--- config.mk ---
export PLATFORM = sky130hd
export DESIGN_NAME = dotclk_timing_gen
export DESIGN_NICKNAME = d
export VERILOG_FILES = /design/src/rtl/dtg_pkg.sv /design/src/rtl/dtg_axis.sv /design/src/rtl/dtg_shadow.sv /design/src/rtl/dtg_out_stage.sv /design/src/rtl/dotclk_timing_gen.sv
export SDC_FILE = /design/constraint.sdc
export NUM_CORES = 1
export LEC_CHECK = 0
export BUFFER_PORTS_ARGS = -buffer_cell sky130_fd_sc_hd__buf_4
export CAP_MARGIN = 20
export CELL_PAD_IN_SITES_DETAIL_PLACEMENT = 1
export CELL_PAD_IN_SITES_GLOBAL_PLACEMENT = 1
export CORE_ASPECT_RATIO = 0.7
export CORE_MARGIN = 5
export CORE_UTILIZATION = 46
export DETAILED_ROUTE_END_ITERATION = 12
export HOLD_SLACK_MARGIN = 0.1
export PLACE_DENSITY_LB_ADDON = 0.1
export SETUP_SLACK_MARGIN = 0.15
export SLEW_MARGIN = 10
export SYNTH_ARGS = -nofsm -noshare
export SYNTH_HDL_FRONTEND = slang
export SYNTH_SLANG_ARGS = --single-unit
--- constraint.sdc ---
create_clock -name clk -period 8.75 [get_ports clk]
set_input_delay 0.4375 -clock clk [delete_from_list [all_inputs] [get_ports clk]]
set_output_delay 0.4375 -clock clk [all_outputs]
set_load 0.05 [all_outputs]
--- src/rtl/dtg_pkg.sv ---
package dtg_pkg;

   // Per-frame signal polarity and launch-edge selection
   typedef struct packed {
      logic launch_fall;
      logic de_high;
      logic vs_high;
      logic hs_high;
   } dtg_pol_t;

   // Pin level for an internally active-high indication
   function automatic logic level_of(input logic act, input logic high);
      return high ? act : ~act;
   endfunction

endpackage

--- src/rtl/dtg_axis.sv ---
// One scan axis: position counter plus sync and visible-window decode
module dtg_axis #(
   parameter int CNT_W  = 18,
   parameter int SYNC_W = 14,
   parameter int WAIT_W = 12
) (
   input  logic              clk,
   input  logic              rst_n,
   input  logic              clr,
   input  logic              step,
   input  logic [CNT_W-1:0]  period,
   input  logic [SYNC_W-1:0] sync_len,
   input  logic [WAIT_W-1:0] wait_len,
   input  logic [CNT_W-1:0]  act_len,
   output logic [CNT_W-1:0]  cnt,
   output logic              last,
   output logic              at_zero,
   output logic              sync_act,
   output logic              vis_act
);
   localparam int MAX_A = (CNT_W > SYNC_W) ? CNT_W : SYNC_W;
   localparam int MAX_W = (MAX_A > WAIT_W) ? MAX_A : WAIT_W;
   localparam int CMP_W = MAX_W + 1;

   logic [CMP_W-1:0] cnt_x, per_x, sync_x, wait_x, act_x, off_x;

   always_comb begin
      cnt_x  = CMP_W'(cnt);
      per_x  = CMP_W'(period);
      sync_x = CMP_W'(sync_len);
      wait_x = CMP_W'(wait_len);
      act_x  = CMP_W'(act_len);
      off_x  = cnt_x - wait_x;
   end

   assign last     = (cnt_x + CMP_W'(1)) == per_x;
   assign at_zero  = (cnt == '0);
   assign sync_act = cnt_x < sync_x;
   assign vis_act  = (cnt_x >= wait_x) && (off_x < act_x);

   always_ff @(posedge clk) begin
      if (!rst_n || clr)
         cnt <= '0;
      else if (step)
         cnt <= last ? '0 : cnt + CNT_W'(1);
   end
endmodule

--- src/rtl/dtg_shadow.sv ---
// Register loaded only on a boundary strobe
module dtg_shadow #(
   parameter int W = 8
) (
   input  logic         clk,
   input  logic         rst_n,
   input  logic         en,
   input  logic [W-1:0] d,
   output logic [W-1:0] q
);
   always_ff @(posedge clk) begin
      if (!rst_n)
         q <= '0;
      else if (en)
         q <= d;
   end
endmodule

--- src/rtl/dtg_out_stage.sv ---
// Polarity application and optional output register
module dtg_out_stage
   import dtg_pkg::*;
#(
   parameter int A_W = 32,
   parameter bit REG = 1'b1
) (
   input  logic           clk,
   input  logic           rst_n,
   input  logic           hs_act,
   input  logic           vs_act,
   input  logic           de_act,
   input  logic           fs_act,
   input  logic           run_act,
   input  dtg_pol_t       pol,
   input  logic [A_W-1:0] base_in,
   output logic           hsync,
   output logic           vsync,
   output logic           de,
   output logic           frame_start,
   output logic           running,
   output logic           launch_fall,
   output logic [A_W-1:0] base_out
);
   logic hs_lv, vs_lv, de_lv;

   assign hs_lv = level_of(hs_act, pol.hs_high);
   assign vs_lv = level_of(vs_act, pol.vs_high);
   assign de_lv = level_of(de_act, pol.de_high);

   generate
      if (REG) begin : g_reg
         always_ff @(posedge clk) begin
            if (!rst_n) begin
               hsync       <= 1'b1;
               vsync       <= 1'b1;
               de          <= 1'b1;
               frame_start <= 1'b0;
               running     <= 1'b0;
               launch_fall <= 1'b0;
               base_out    <= '0;
            end else begin
               hsync       <= hs_lv;
               vsync       <= vs_lv;
               de          <= de_lv;
               frame_start <= fs_act;
               running     <= run_act;
               launch_fall <= pol.launch_fall;
               base_out    <= base_in;
            end
         end
      end else begin : g_comb
         assign hsync       = hs_lv;
         assign vsync       = vs_lv;
         assign de          = de_lv;
         assign frame_start = fs_act;
         assign running     = run_act;
         assign launch_fall = pol.launch_fall;
         assign base_out    = base_in;
      end
   endgenerate
endmodule

--- src/rtl/dotclk_timing_gen.sv ---
module dotclk_timing_gen
   import dtg_pkg::*;
#(
   parameter int H_W         = 18,
   parameter int HS_W        = 14,
   parameter int HWT_W       = 12,
   parameter int V_W         = 16,
   parameter int VS_W        = 18,
   parameter int A_W         = 32,
   parameter bit REG_OUTPUTS = 1'b1
) (
   input  logic             clk,
   input  logic             rst_n,
   input  logic             sync_en,
   input  logic             run_req,
   input  logic [H_W-1:0]   cfg_h_period,
   input  logic [HS_W-1:0]  cfg_h_sync,
   input  logic [HWT_W-1:0] cfg_h_wait,
   input  logic [H_W-1:0]   cfg_h_active,
   input  logic [V_W-1:0]   cfg_v_period,
   input  logic [VS_W-1:0]  cfg_v_sync,
   input  logic [V_W-1:0]   cfg_v_wait,
   input  logic [V_W-1:0]   cfg_v_active,
   input  logic             cfg_hs_high,
   input  logic             cfg_vs_high,
   input  logic             cfg_de_high,
   input  logic             cfg_launch_fall,
   input  logic [A_W-1:0]   next_base,
   output logic             hsync,
   output logic             vsync,
   output logic             de,
   output logic             pix_req,
   output logic             frame_start,
   output logic             running,
   output logic             launch_fall,
   output logic [A_W-1:0]   cur_base
);
   localparam int POL_W = $bits(dtg_pol_t);
   localparam int CFG_W = 2*H_W + HS_W + HWT_W + 3*V_W + VS_W + POL_W;

   generate
      if (H_W < 2)       begin : g_bad_h   $error("H_W must be at least 2");     end
      if (V_W < 2)       begin : g_bad_v   $error("V_W must be at least 2");     end
      if (HWT_W > H_W)   begin : g_bad_hwt $error("HWT_W must not exceed H_W");  end
      if (HS_W > H_W)    begin : g_bad_hs  $error("HS_W must not exceed H_W");   end
      if (A_W < 1)       begin : g_bad_a   $error("A_W must be at least 1");     end
   endgenerate

   // Frame-boundary shadow of every timing and polarity input
   logic [CFG_W-1:0] cfg_in, cfg_q;
   dtg_pol_t         shd_pol;
   logic [H_W-1:0]   s_h_period, s_h_active;
   logic [HS_W-1:0]  s_h_sync;
   logic [HWT_W-1:0] s_h_wait;
   logic [V_W-1:0]   s_v_period, s_v_wait, s_v_active;
   logic [VS_W-1:0]  s_v_sync;

   assign cfg_in = {cfg_launch_fall, cfg_de_high, cfg_vs_high, cfg_hs_high,
                    cfg_v_active, cfg_v_wait, cfg_v_sync, cfg_v_period,
                    cfg_h_active, cfg_h_wait, cfg_h_sync, cfg_h_period};
   assign {shd_pol, s_v_active, s_v_wait, s_v_sync, s_v_period,
           s_h_active, s_h_wait, s_h_sync, s_h_period} = cfg_q;

   logic scan_on, frame_run, load;
   logic h_last, h_zero, h_sync_act, h_vis;
   logic v_last, v_zero, v_sync_act, v_vis;
   logic [H_W-1:0] h_cnt;
   logic [V_W-1:0] v_cnt;
   logic [A_W-1:0] base_q;

   // Next cycle is position (0,0): entering the first frame or wrapping
   assign load = !scan_on || (h_last && v_last);

   dtg_shadow #(.W(CFG_W)) u_cfg_shd (
      .clk(clk), .rst_n(rst_n), .en(load), .d(cfg_in), .q(cfg_q)
   );

   dtg_shadow #(.W(A_W)) u_base_shd (
      .clk(clk), .rst_n(rst_n), .en(load && sync_en), .d(next_base), .q(base_q)
   );

   always_ff @(posedge clk) begin
      if (!rst_n) begin
         scan_on   <= 1'b0;
         frame_run <= 1'b0;
      end else begin
         scan_on <= sync_en;
         if (load)
            frame_run <= run_req && sync_en;
      end
   end

   dtg_axis #(.CNT_W(H_W), .SYNC_W(HS_W), .WAIT_W(HWT_W)) u_h_axis (
      .clk(clk), .rst_n(rst_n), .clr(!sync_en || load), .step(scan_on),
      .period(s_h_period), .sync_len(s_h_sync), .wait_len(s_h_wait),
      .act_len(s_h_active), .cnt(h_cnt), .last(h_last), .at_zero(h_zero),
      .sync_act(h_sync_act), .vis_act(h_vis)
   );

   dtg_axis #(.CNT_W(V_W), .SYNC_W(VS_W), .WAIT_W(V_W)) u_v_axis (
      .clk(clk), .rst_n(rst_n), .clr(!sync_en || load), .step(scan_on && h_last),
      .period(s_v_period), .sync_len(s_v_sync), .wait_len(s_v_wait),
      .act_len(s_v_active), .cnt(v_cnt), .last(v_last), .at_zero(v_zero),
      .sync_act(v_sync_act), .vis_act(v_vis)
   );

   logic hs_act, vs_act, de_act, fs_act;
   assign hs_act  = scan_on && h_sync_act;
   assign vs_act  = scan_on && v_sync_act;
   assign de_act  = scan_on && frame_run && h_vis && v_vis;
   assign fs_act  = scan_on && h_zero && v_zero;
   assign pix_req = de_act;

   dtg_out_stage #(.A_W(A_W), .REG(REG_OUTPUTS)) u_out (
      .clk(clk), .rst_n(rst_n),
      .hs_act(hs_act), .vs_act(vs_act), .de_act(de_act), .fs_act(fs_act),
      .run_act(scan_on && frame_run), .pol(shd_pol), .base_in(base_q),
      .hsync(hsync), .vsync(vsync), .de(de), .frame_start(frame_start),
      .running(running), .launch_fall(launch_fall), .base_out(cur_base)
   );
endmodule

==> out/metrics.cfg, run 1 <==
[synthesis]
synth_area_per_cell_um2=7.979
yosysSeqAreaShare_pct=36.95
synth_ff_type=dfxtp_1
synth.most_common_cell=dfxtp_1
netlist_instances=1616
synth_edf_count=0
ys_ff_latch=238
netlist.area_leader.share_pct=36.95
yosysWarningCount=0
synth_top_area_cell=dfxtp_1
synthesis.area_um2=12890
yosys-top-cells-count=dfxtp_1, nand2_1, nand3_1
ys_types=71
syn_nets=1878
synth_area_leaders=dfxtp_1, ha_1, nand3_1, nand2_1, o21ai_1
ys_async_sr_fraction_pct=0

[clocking]
htreeDepth=1
worst_skew_pair.late_latency_ps=540
cts_buffer_depth=3
clk_pin_slew_worst_paths_ps=70
clockRootBuffer=clkbuf_16
cts_tree=built
post_cts.repair.setup_buffers=0
numCtsBuffers=25
cts.sinks=238
cts_hold_buf=0
cts_resized=0

[sta]
tns_ps=0
slew_violations=0
finalCriticalPeriod_ps=5846
worst_pin_slew_ps=1037
slew_headroom_pct=30.87
period_share_pct=66.81
fmax_mhz=171.1
clock_skew_ps=13.97
rsz0062_at_grt=no
finalHoldViolCount=0
setup_viol=0

[worst_setup_path]
crit_required_ps=8310
path_cells=ha_1 > nor2b_1 > o21ai_0 > a21oi_1 > o41ai_1 > o21ai_0 > nor3_1 > xor2_1 > ha_1 > nor4_1 > o21ai_0 > a221o_1 > a21oi_1 > o311a_1 > o211ai_1 > a221oi_1 > buf_4
end_kind=primary output
arrival_ps=5410
regToRegStartpoint=u_h_axis.cnt[1]$_SDFFE_PP0P_
cpPeakStageDelay_ps=610
crit_fanout=9
crit_slowest_cell=o41ai_1
crit_top_cell=o21ai_0
crit_family=compound AO/OA/AOI/OAI gates
critPathKind=reg -> out
critical_path.n_buffers_inverters=1
crit_start=u_h_axis.cnt[1]$_SDFFE_PP0P_
start_kind=flip-flop

[final_layout]
area_delta_synth_final_pct=18.52
drive_above_1_share_pct=15.74
n_antenna_cell=0
instances_no_fill=2137
utilization_pct=55.19
layout.nets=2010

[die]
rows=51
start_util_pct=46.56
dieArea_um2=31530
ios=207
fp.dieH_um=150.1
core_um2=27690
die_w_um=210.1

[global_routing]
grt_usage_pct=24.76
grt_max_degree=228
overflow=0
grt_pass1_vias=12145
antenna_found_initial=0
grt_pass1_wl_mm=63.96

[worst_hold_path]
worstHoldStart=cfg_v_sync[5]
worstHoldPathType=in -> reg

[detailed_routing]
met2WireLength_mm=17.58
dr.pass1.iters=5
wirelength_mm=39.91
drc=0
wl_met3_mm=3.264
wl_met1_mm=18.42
top_layer_used=met4
antenna_left=0
vias=11826
drt-wirelength-per-cell_um=18.67
viasPerCell=5.534
drtIter0Drc=849

[power]
powerDensity_nw_per_um2=176.7
leakage_uw=0.006391
peakVddDrop_mv=0.1186

[place]
io_buffer_count=206
dp_hpwl_mm=29.31
routabilityCongestion=0.9440
dp.cells=2092

[flow_run]
maxCapViolCount=0

[status]
status=complete, no violations

==> power by group <==
group | total [uW] | internal [uW] | leakage (uW) | switching (uW)
Combinational | 387 | 166 | 0.00402 | 220
Clock | 1140 | 676 | 0.000415 | 464
Sequential | 1170 | 1140 | 0.00196 | 33.7
Total | 2700 | 1980 | 0.00639 | 718
==> per-stage QoR <==
stage	power (uW)	setup WS [ps]	area [um^2]	hold slack, ps
2_1_floorplan	1439	3635	12890	421.9
3_3_place_gp	1568	3682	14410	427.8
3_5_place_dp	1584	3538	14410	435.7
4_1_cts	2731	2936	15280	122.6
5_1_grt	2823	2606	15280	134.6
6_report	2701	2904	15280	141.6
==> metal layers <==
layer,vias up,global-route usage [%]
met1,5626,33.85
met5,-,0
li1,5861,-
met2,296,39.71
met4,0,4.271
met3,43,7.041
==> tightest hold or removal path, cell delays in order <==
cell and delay [ps]:
buf_4 110, nand2_1 40, o21ai_1 50
==> kinds of logic (layout without fill, tap and decap cells) <==
family	after synthesis	count (layout)	share of synthesized area, %
AOI/OAI and AO/OA	387	387	17.17
adders and majority gates	94	94	9.237
DFF	238	238	36.95
xor gates and xnor gates	72	72	4.997
buffers and inverters	223	373	7.850
muxes	3	3	0.2426
and+or+nand+nor	599	599	23.55
==> final cells by class <==
class / instances / area [um^2]
Clock buffer: 30 / 684.4
Inverter: 115 / 431.7
Sequential cell: 238 / 4765
Timing Repair Buffer: 213 / 1619
Multi-Input combinational cell: 1155 / 7129
Clock inverter: 15 / 190.2
Tap cell: 371 / 464.2
Fill cell: 3435 / 12410
==> cells in the final DEF (no fill, tap or decap), types with 5 or more instances in the layout <==
master / Yosys / final
nand3_1: 152 / 152
and3_1: 13 / 13
a21o_1: 22 / 22
nand2_1: 202 / 202
a2111oi_0: 5 / 5
nor4_1: 18 / 18
o21ai_0: 104 / 104
a21oi_1: 55 / 55
nor2b_1: 9 / 9
nand2b_1: 13 / 13
nor2_1: 58 / 58
or3_1: 13 / 13
xnor2_1: 46 / 46
nand3b_1: 7 / 7
nand4_1: 19 / 19
or4_1: 6 / 6
and2_1: 39 / 39
clkbuf_16: 0 / 25
nor3_1: 19 / 19
o21ai_1: 137 / 137
a31oi_1: 7 / 7
a211oi_1: 9 / 9
clkinv_2: 0 / 5
inv_1: 115 / 115
and4_1: 8 / 8
ha_1: 92 / 92
buf_4: 8 / 211
xor2_1: 25 / 25
clkinvlp_4: 0 / 6
dfxtp_1: 238 / 238
==> path summary, 6_finish.rpt <==
check / to / slack, ps / cells after the start
min: u_cfg_shd.q[83]$_SDFFE_PN0P_ / 140 / 3
max reg2reg: u_out.de$_SDFF_PN1_ / 3670 / 17
max: pix_req / 2900 / 17
min reg2reg: u_out.base_out[22]$_SDFF_PN0_ / 450 / 1
==> state kept, by name (all words and copies together) (netlist names), 16 cells and up <==
signal,cells
u_cfg_shd.q,132
u_h_axis.cnt,18
u_v_axis.cnt,16
u_out.base_out,32
u_base_shd.q,32
No activity file was read; power rests on OpenSTA's default activity.
==> inputs of run 2 (changes only) <==
CORE_UTILIZATION = 38   (was 46)
clock period = 4.9 ns   (was 8.75 ns; I/O delays follow)
==> run 2 against run 1 <==
Against the previous run: utilization is 2.4 points lower; clock skew hardly changed; final cell count grew 13%; sequential power grew 79%; via count is 8.0% higher.
==> out/metrics.cfg, run 2 (same netlist as run 1, synthesis figures left out) <==
[power]
switching_power_uw=1351  ; +88%
clkPwrFrac_pct=39.6  ; -2.6 points
combPwrFrac_pct=17.6  ; +3.3 points
powerDensity_nw_per_um2=277.0  ; +57%
internal-power_uw=3547  ; +79%
peakVddDrop_mv=0.2495  ; +110%
p_seq_share_pct=42.8  ; -0.7 points
switching_share_pct=27.58  ; +1.0 points
leakage_uw=0.007378  ; +15%

[final_layout]
layout.nets=2226  ; +11%
nFillCells=4012  ; +17%
layout_common_cells=buf_4, dfxtp_1, nand2_1, dlygate4sd3_1, nand3_1
multi_input_area_um2=7408  ; +3.9%
utilization_pct=52.80  ; -2.4 points
ff_latch_area_um2=4778  ; +0.29%
reg.largest.list=u_cfg_shd.q x132, u_base_shd.q x32, u_out.base_out x32
area_delta_synth_final_pct=37.13
largest_reg_flops=132  ; unchanged
final_common_cell=buf_4
regMostFlops=u_cfg_shd.q
drive_above_1_share_pct=18.91  ; +3.2 points

[global_routing]
antenna_found_initial=3  ; +3
grt_pass1_wl_mm=72.33  ; +13%
grt_max_degree=153  ; -33%
grt_pass1_vias=13521  ; +11%
overflow=0  ; unchanged
grt_usage_pct=23.33  ; -1.4 points

[clocking]
clk_pin_slew_worst_paths_ps=70  ; about the same
cts_tree=built
cts_buffer_depth=3  ; unchanged
cts.sinks=238  ; unchanged
clockRootBuffer=clkbuf_16
worst_skew_pair.late_latency_ps=550  ; about the same
numCtsBuffers=26  ; +4.0%
htreeDepth=1  ; unchanged

[die]
rows=56  ; +9.8%
ios=207  ; unchanged
dieArea_um2=37780  ; +20%
core_um2=33490  ; +21%
start_util_pct=38.50  ; -8.1 points
fp.dieH_um=164.1  ; +9.4%
die_w_um=230.2  ; +9.5%

[worst_hold_path]
worstHoldPathType=in -> reg

[place]
io_buffer_count=206  ; unchanged
routabilityCongestion=0.8971  ; -5.0%
dp_hpwl_mm=30.73  ; +4.9%

[detailed_routing]
viasPerCell=5.278  ; -4.6%
wirelength_mm=45.62  ; +14%
dr.pass1.iters=5  ; unchanged
vias=12772  ; +8.0%
drc=0  ; unchanged
drtIter0Drc=732  ; -14%
drt-wirelength-per-cell_um=18.85  ; +0.94%
antenna_left=0  ; unchanged

[sta]
setup_viol=0  ; unchanged
tns_ps=0  ; unchanged
slew_violations=0  ; unchanged
rsz0062_at_grt=no
clock_skew_ps=13.66  ; -0.3052 ps
fmax_mhz=214.7
hold_slack_ps=178.7  ; +37.09 ps
finalHoldViolCount=0  ; unchanged
finalCriticalPeriod_ps=4658
slew_headroom_pct=34.47  ; +3.6 points
period_share_pct=95.06
worst_pin_slew_ps=981.8  ; -55.07 ps

[worst_setup_path]
crit_required_ps=4660  ; -3650 ps
critical_path.n_buffers_inverters=3  ; +2
path_cells=inv_1 > ha_2 > and3_1 > a221o_1 > a31oi_4 > o21bai_2 > a21oi_2 > xnor2_2 > ha_1 > a21o_1 > a21o_1 > a21o_1 > a221oi_2 > o311a_1 > o211ai_1 > a221oi_2 > buf_4 > buf_8
start_kind=flip-flop
end_kind=primary output
arrival_ps=4410  ; -1000 ps
cpPeakStageDelay_ps=370  ; -240 ps
critPathKind=reg -> out
crit_top_cell=a21o_1
crit_family=compound AO/OA/AOI/OAI gates
crit_slowest_cell=a221o_1
crit_fanout=5  ; -4

[flow_run]
maxCapViolCount=0  ; unchanged

[status]
status=complete, no violations

-- run 2: cell count changes in the layout (fill, tap and decap cells not counted), sizes merged --
cell / previous run / this run
bufinv: 4 / 1
clkinv: 5 / 8
clkbuf: 30 / 37
clkinvlp: 6 / 1
buf: 213 / 262
diode: 0 / 2
dlygate4sd3: 0 / 166
-- run 2: final cells by class --
type	count	area share [%]
multi-input cells	1155	41.89
flip-flops and latches	238	27.02
repair buffers	428	20.84
clock buffers	37	4.139
well taps	435	3.078
inverters	115	2.455
clock inverters	10	0.5448
diodes	2	0.02830
-- run 2: per-layer routing --
metal	track usage (%)	part of all wire, %	vias to the layer above
met4	4.942	1.9	2
met5	0	0.028	-
li1	-	-	6285
met3	4.787	5.2	56
met2	37.76	45	278
met1	32.49	48	6151
-- run 2: path summary, 6_finish.rpt --
check                                     start                             to  slack [ps]  depth (start not counted)
setup / recovery  u_cfg_shd.q[104]$_SDFFE_PN0P_                        pix_req         240                         18
hold / removal                            rst_n   u_base_shd.q[6]$_SDFFE_PN0P_         180                          3
setup reg to reg  u_cfg_shd.q[104]$_SDFFE_PN0P_            u_out.de$_SDFF_PN1_         660                         19
hold reg to reg   u_base_shd.q[11]$_SDFFE_PN0P_  u_out.base_out[11]$_SDFF_PN0_         450                          1
-- run 2: metrics by stage --
step / setup slack (ps) / area, um^2 / cells / total power (uW)
after global routing: 71.96 / 17680 / 2420 / 5123
final: 242.1 / 17680 / 2420 / 4899
after floorplan: 321.0 / 12900 / 1616 / 2570
after CTS: 150.5 / 17370 / 2403 / 4908
after detailed placement: 262.5 / 14720 / 2183 / 2834
after global placement: 413.0 / 14720 / 2183 / 2815
-- run 2: worst reg2reg max path, cell delays in order (launching register included) --
cell,delay [ps]
dfxtp_1,340
inv_1,50
ha_2,340
and3_1,240
a221o_1,370
a31oi_4,190
o21bai_2,90
a21oi_2,220
xnor2_2,150
ha_1,280
a21o_1,180
a21o_1,170
a21o_1,190
a221oi_2,220
o311a_1,200
o211ai_1,100
a221oi_2,210
buf_4,190
buf_4,110
mux2_2,310
-- run 2: what timing repair did --
| item | 4_1_cts | 5_1_grt |
|---|---|---|
| endpoints found under the setup margin | 1 | 1 |
| pin swaps | 14 | 34 |
| hold buffers | 166 | 0 |
| resized for setup | 34 | 40 |
| setup buffers | 7 | 15 |
| hold endpoints to repair | 166 | 0 |
-- run 2: power groups by stage --
stage                     Combinational, uW  Sequential, uW  Clock (uW)
after floorplan                         411            2160           0
after global placement                  679            2140           0
after detailed placement                695            2140           0
after CTS                               824            2100        1990
after global routing                    954            2110        2060
final                                   862            2100        1940
